[src/rtl/lcr_pkg.sv]
package lcr_pkg;
  localparam logic [3:0] MB4_TRUE  = 4'h6;
  localparam logic [3:0] MB4_FALSE = 4'h9;
  localparam logic [7:0] MB8_TRUE  = 8'h96;
  localparam logic [7:0] MB8_FALSE = 8'h69;

  localparam int ADDR_LOCK  = 0;
  localparam int ADDR_CTRL  = 1;
  localparam int ADDR_TEST  = 2;
  localparam int ADDR_STS   = 3;
  localparam int ADDR_GEN   = 4;
  localparam int ADDR_STATE = 5;

  localparam int FLD_SWAPP = 1;
  localparam int FLD_RDST  = 2;

  typedef enum logic [2:0] {
    RD_NONE, RD_LOCK, RD_CTRL, RD_TEST, RD_STS, RD_GEN, RD_STATE
  } rdSel_e;

  typedef struct packed {
    logic   wrCtrl;
    logic   wrTest;
    logic   wrClr;
    rdSel_e rdSel;
  } strobe_t;
endpackage

[src/rtl/lcr_ctrl.sv]
module lcr_ctrl import lcr_pkg::*; #(
  parameter int AW = 3
) (
  input  logic          clk_i,
  input  logic          rst_ni,
  input  logic          wrEn_i,
  input  logic [AW-1:0] addr_i,
  input  logic          lockBit_i,
  output logic          lockQ_o,
  output strobe_t       strobe_o
);
  logic lockQ;
  logic hitLock, hitCtrl, hitTest, hitSts, hitGen, hitState;

  assign hitLock  = addr_i == AW'(ADDR_LOCK);
  assign hitCtrl  = addr_i == AW'(ADDR_CTRL);
  assign hitTest  = addr_i == AW'(ADDR_TEST);
  assign hitSts   = addr_i == AW'(ADDR_STS);
  assign hitGen   = addr_i == AW'(ADDR_GEN);
  assign hitState = addr_i == AW'(ADDR_STATE);

  // one-way lock: only a write of 0 changes it
  always_ff @(posedge clk_i or negedge rst_ni) begin
    if (!rst_ni) lockQ <= 1'b1;
    else if (wrEn_i && hitLock && !lockBit_i) lockQ <= 1'b0;
  end

  always_comb begin
    strobe_o.wrCtrl = wrEn_i && hitCtrl && lockQ;
    strobe_o.wrTest = wrEn_i && hitTest && lockQ;
    strobe_o.wrClr  = wrEn_i && hitSts;
    if (hitLock)       strobe_o.rdSel = RD_LOCK;
    else if (hitCtrl)  strobe_o.rdSel = RD_CTRL;
    else if (hitTest)  strobe_o.rdSel = RD_TEST;
    else if (hitSts)   strobe_o.rdSel = RD_STS;
    else if (hitGen)   strobe_o.rdSel = RD_GEN;
    else if (hitState) strobe_o.rdSel = RD_STATE;
    else               strobe_o.rdSel = RD_NONE;
  end

  assign lockQ_o = lockQ;
endmodule

[src/rtl/lcr_datapath.sv]
module lcr_datapath import lcr_pkg::*; #(
  parameter int DW   = 32,
  parameter int NFLD = 3,
  parameter int FW   = 4,
  parameter int EW   = 8
) (
  input  logic             clk_i,
  input  logic             rst_ni,
  input  strobe_t          strobe_i,
  input  logic             lockQ_i,
  input  logic [DW-1:0]    wdata_i,
  input  logic [EW-1:0]    extEnable_i,
  input  logic [DW-1:0]    genData_i,
  input  logic [DW-1:0]    stateData_i,
  output logic [NFLD*FW-1:0] fieldsQ_o,
  output logic [DW-1:0]    testQ_o,
  output logic             alert_o,
  output logic [DW-1:0]    rdata_o
);
  localparam int CW = NFLD * FW;

  logic [CW-1:0]   fieldsQ;
  logic [NFLD-1:0] stsQ;
  logic [NFLD-1:0] illegal;
  logic [NFLD-1:0] fieldTrue;
  logic [DW-1:0]   testQ;
  logic            alertQ;
  logic            extTrue;

  for (genvar i = 0; i < NFLD; i++) begin : g_fld
    logic [FW-1:0] wField;
    assign wField       = wdata_i[i*FW +: FW];
    assign illegal[i]   = (wField != FW'(MB4_TRUE)) && (wField != FW'(MB4_FALSE));
    assign fieldTrue[i] = fieldsQ[i*FW +: FW] == FW'(MB4_TRUE);
  end

  assign extTrue = extEnable_i == EW'(MB8_TRUE);

  always_ff @(posedge clk_i or negedge rst_ni) begin
    if (!rst_ni) begin
      fieldsQ <= {NFLD{FW'(MB4_FALSE)}};
      testQ   <= '0;
      stsQ    <= '0;
      alertQ  <= 1'b0;
    end else begin
      if (strobe_i.wrCtrl) fieldsQ <= wdata_i[CW-1:0];
      if (strobe_i.wrTest) testQ   <= wdata_i;
      stsQ   <= (stsQ & ~(strobe_i.wrClr ? wdata_i[NFLD-1:0] : '0))
              | (strobe_i.wrCtrl ? illegal : '0);
      alertQ <= strobe_i.wrCtrl && (|illegal);
    end
  end

  always_comb begin
    unique case (strobe_i.rdSel)
      RD_LOCK:  rdata_o = DW'(lockQ_i);
      RD_CTRL:  rdata_o = DW'(fieldsQ);
      RD_TEST:  rdata_o = testQ;
      RD_STS:   rdata_o = DW'(stsQ);
      RD_GEN:   rdata_o = (extTrue && fieldTrue[FLD_SWAPP]) ? genData_i : '0;
      RD_STATE: rdata_o = (extTrue && fieldTrue[FLD_RDST]) ? stateData_i : '0;
      default:  rdata_o = '0;
    endcase
  end

  assign fieldsQ_o = fieldsQ;
  assign testQ_o   = testQ;
  assign alert_o   = alertQ;
endmodule

[src/rtl/lcr_top.sv]
module lcr_top import lcr_pkg::*; #(
  parameter int AW   = 3,
  parameter int DW   = 32,
  parameter int NFLD = 3,
  parameter int FW   = 4,
  parameter int EW   = 8
) (
  input  logic          clk_i,
  input  logic          rst_ni,
  input  logic          wrEn_i,
  input  logic [AW-1:0] addr_i,
  input  logic [DW-1:0] wdata_i,
  output logic [DW-1:0] rdata_o,
  input  logic [EW-1:0] extEnable_i,
  input  logic [DW-1:0] genData_i,
  input  logic [DW-1:0] stateData_i,
  output logic          recovAlert_o,
  output logic [DW-1:0] errTest_o
);
  strobe_t              strobe;
  logic                 lockQ;
  logic [NFLD*FW-1:0]   fieldsQ;

  lcr_ctrl #(.AW(AW)) u_ctrl (
    .clk_i     (clk_i),
    .rst_ni    (rst_ni),
    .wrEn_i    (wrEn_i),
    .addr_i    (addr_i),
    .lockBit_i (wdata_i[0]),
    .lockQ_o   (lockQ),
    .strobe_o  (strobe)
  );

  lcr_datapath #(.DW(DW), .NFLD(NFLD), .FW(FW), .EW(EW)) u_dp (
    .clk_i       (clk_i),
    .rst_ni      (rst_ni),
    .strobe_i    (strobe),
    .lockQ_i     (lockQ),
    .wdata_i     (wdata_i),
    .extEnable_i (extEnable_i),
    .genData_i   (genData_i),
    .stateData_i (stateData_i),
    .fieldsQ_o   (fieldsQ),
    .testQ_o     (errTest_o),
    .alert_o     (recovAlert_o),
    .rdata_o     (rdata_o)
  );
endmodule

[config.mk]
export PLATFORM = sky130hd
export DESIGN_NAME = lcr_top
export DESIGN_NICKNAME = d
export VERILOG_FILES = /design/src/rtl/lcr_pkg.sv /design/src/rtl/lcr_ctrl.sv /design/src/rtl/lcr_datapath.sv /design/src/rtl/lcr_top.sv
export SDC_FILE = /design/constraint.sdc
export NUM_CORES = 1
export LEC_CHECK = 0
export BUFFER_PORTS_ARGS = -buffer_cell sky130_fd_sc_hd__buf_2
export CAP_MARGIN = 40
export CELL_PAD_IN_SITES_DETAIL_PLACEMENT = 1
export CELL_PAD_IN_SITES_GLOBAL_PLACEMENT = 1
export CORE_MARGIN = 4
export CORE_UTILIZATION = 31
export DETAILED_ROUTE_END_ITERATION = 10
export PLACE_DENSITY = 0.9
export SLEW_MARGIN = 10
export SYNTH_ARGS = -nofsm -noshare
export SYNTH_HDL_FRONTEND = slang
export SYNTH_HIERARCHICAL = 1
export SYNTH_SLANG_ARGS = --single-unit
[constraint.sdc]
create_clock -name clk_i -period 2.4 [get_ports clk_i]
set_input_delay 0 -clock clk_i [delete_from_list [all_inputs] [get_ports clk_i]]
set_output_delay 0 -clock clk_i [all_outputs]
set_load 0.01 [all_outputs]
==> results.json <==
{
  "cts_setup_buffers": 0,
  "grt_max_degree": 27,
  "area_growth_pct": 52.1,
  "hold_viol_final": 0,
  "maxCapViolCount": 0,
  "setup_viol": 0,
  "cts_root_buf": "clkbuf_8",
  "drt-total-wl_um": 11000,
  "die-width_um": 103,
  "grt_pass1_vias": 3071,
  "period_minus_slack_ps": 2010,
  "crit_path_end_kind": "output pin",
  "antenna_found_initial": 0,
  "core_area_um2": 8810,
  "tns_ps": 0,
  "finalMaxSlewViolations": 0,
  "synthDistinctLibCells": 35,
  "ys_ff_latch": 49,
  "gp_congestion": 0.849,
  "hpwl_um": 8480,
  "skew_ps": 14.3,
  "grt_usage": 0.196,
  "synth_area_per_cell_um2": 10.2,
  "fmax_ghz": 0.497,
  "cts.sinks": 49,
  "syn_nets": 387,
  "detailedPlace.worstSlack_ps": 526,
  "synth_edf_count": 0,
  "cts_buffer_depth": 2,
  "drtIter0Drc": 99,
  "cts_resized": 0,
  "portBuffers": 174,
  "netlist_area_um2": 2820,
  "synth_area_leaders": "dfrtp_1 37%, mux2_2 12%, nand2_1 9.9%",
  "startpoint_type": "register",
  "cts-hold-fix-buffers": 33,
  "synth_flop_cell": "dfrtp_1",
  "cts.clk_slew.worst_paths_ps": 80,
  "cts_tree": "yes",
  "cp_data_arrival_time_ps": 2010,
  "synth_cells": 277,
  "worst_path_max_delay_cell": "or3b_1",
  "numCtsBuffers": 5,
  "num_rows": 34,
  "hold_slack_ps": 28.6,
  "powerDensity_nw_per_um2": 394,
  "cp_cell_sequence": "or3b_1 > nor4_4 > buf_4 > a22oi_1 > nand2_1 > buf_2",
  "period_share": 0.839,
  "worst_slack_ps": 387,
  "synth_common_cells": "74 x nand2_1, 42 x dfrtp_1, 31 x mux2_2",
  "first_pass_iters": 4,
  "synth_largest_area_cell": "dfrtp_1",
  "clock_latency_ps": 310,
  "finalNetCount": 595,
  "synthArstFlopShare": 1.00,
  "drive_above_1_share": 0.490,
  "io_pins": 175,
  "h-tree-depth": 2,
  "n_fill_cell": 1069,
  "outcome": "finished, final reports clean",
  "rsz0062_at_grt": "false",
  "critPathKind": "register to output pin",
  "tightest_slew_ps": 599,
  "die_area_um2": 10700,
  "critPathRequiredTime_ps": 2400,
  "ir_drop_mv": 0.269,
  "overflow": 0,
  "num_vias": 2952,
  "grt_pass1_wl_um": 16200,
  "antenna_left": 0,
  "yosysWarnings": 6,
  "p_leak_nw": 2.43,
  "antenna_cells": 0,
  "hp-class": "primary input to register",
  "maxSlewHeadroom": 0.601,
  "cpPeakStageDelay_ps": 430,
  "crit_fanout": 16,
  "via_per_inst": 4.97,
  "initial_core_util": 0.320,
  "drc": 0,
  "synth_top_area_frac": 0.373,
  "synth_most_common_cell": "nand2_1",
  "ys_seq_area_frac": 0.438,
  "wire_per_inst_um": 18.5,
  "die_h_um": 103
}
placed cells by master (no fill, tap or decap), drive strengths merged, types with 2 or more instances in the layout:
cell	n
buf	185
nand2	74
mux2	44
dfrtp	42
dlygate4sd3	33
a22oi	20
nor2	17
mux2i	13
a21oi	11
dfstp	7
clkbuf	6
nand3	4
nand2b	4
nor4	3
nand4b	2
or3b	2
a221oi	2
or4bb	2
o311ai	2
nand4bb	2
power breakdown:
group          switching, W  total, W  internal [W]
registers                 0  0.000826      0.000826
logic              0.000105  0.000232      0.000127
clock network      0.000291  0.000630      0.000339
total              0.000396   0.00169       0.00129
stage by stage:
stage,total power [W],instance area [µm²],utilization,std cells
3_3_place_gp,0.00102,3820,0.434,552
5_1_grt,0.00177,4290,0.487,594
4_1_cts,0.00171,4290,0.487,594
2_1_floorplan,0.000888,2820,-,277
6_report,0.00169,4290,0.487,594
3_5_place_dp,0.00103,3840,0.436,553
flip-flops by register name, indices dropped and copies added (netlist names):
signal	count
u_dp/alert_o	1
u_ctrl/lockQ_o	1
u_dp/fieldsQ_o	12
u_dp/testQ_o	32
u_dp/stsQ	3
final cells by class:
cell class              instances  area (µm²)  share of cell area
repair buffers                218        1310               0.305
clock inverters                 2        37.5             0.00875
flip-flops and latches         49        1230               0.288
inverters                       1        3.75            0.000875
well taps                     108         135              0.0315
multi-input cells             210        1490               0.346
clock buffers                   6        82.6              0.0193
worst max-delay path: cells and delay by family, from the launching register on:
family,cells,cell delay (ps)
simple gates,3,750
buf+inv,2,430
flops,1,380
compound gates,1,140
routing by layer:
| metal | global-route usage | vias up | part of all wire | wire, µm |
|---|---|---|---|---|
| li1 | - | 1394 | - | - |
| met1 | 0.232 | 1456 | 0.39 | 4310 |
| met2 | 0.369 | 90 | 0.55 | 6060 |
| met3 | 0.0335 | 12 | 0.043 | 471 |
| met4 | 0.0448 | 0 | 0.013 | 142 |
| met5 | 0 | - | 0 | 0 |
path summary, 6_finish.rpt:
kind	start	to	slack, ps	cells past startpoint
worst max register to register	u_ctrl/lockQ_o$_DFFE_PN1P_	u_dp/testQ_o[1]$_DFFE_PN0P_	590	4
min in group asynchronous	rst_ni	u_dp/testQ_o[20]$_DFFE_PN0P_	230	2
worst min register to register	u_ctrl/lockQ_o$_DFFE_PN1P_	u_ctrl/lockQ_o$_DFFE_PN1P_	490	1
max in group asynchronous	rst_ni	u_dp/fieldsQ_o[8]$_DFFE_PN1P_	1540	3
worst min-delay path	addr_i[0]	u_ctrl/lockQ_o$_DFFE_PN1P_	30	2
worst max-delay path	u_dp/fieldsQ_o[8]$_DFFE_PN1P_	rdata_o[16]	390	6
cells by family (layout without fill, tap and decap cells):
kind of cell / Yosys count / in the layout / synth area share
AO/OA/AOI/OAI: 39 / 39 / 0.0968
buffers and inverters: 18 / 227 / 0.0391
flip-flops: 49 / 49 / 0.438
multiplexers: 57 / 57 / 0.222
AND/OR/NAND/NOR: 114 / 114 / 0.204
Power figures use the tool's default switching activity.
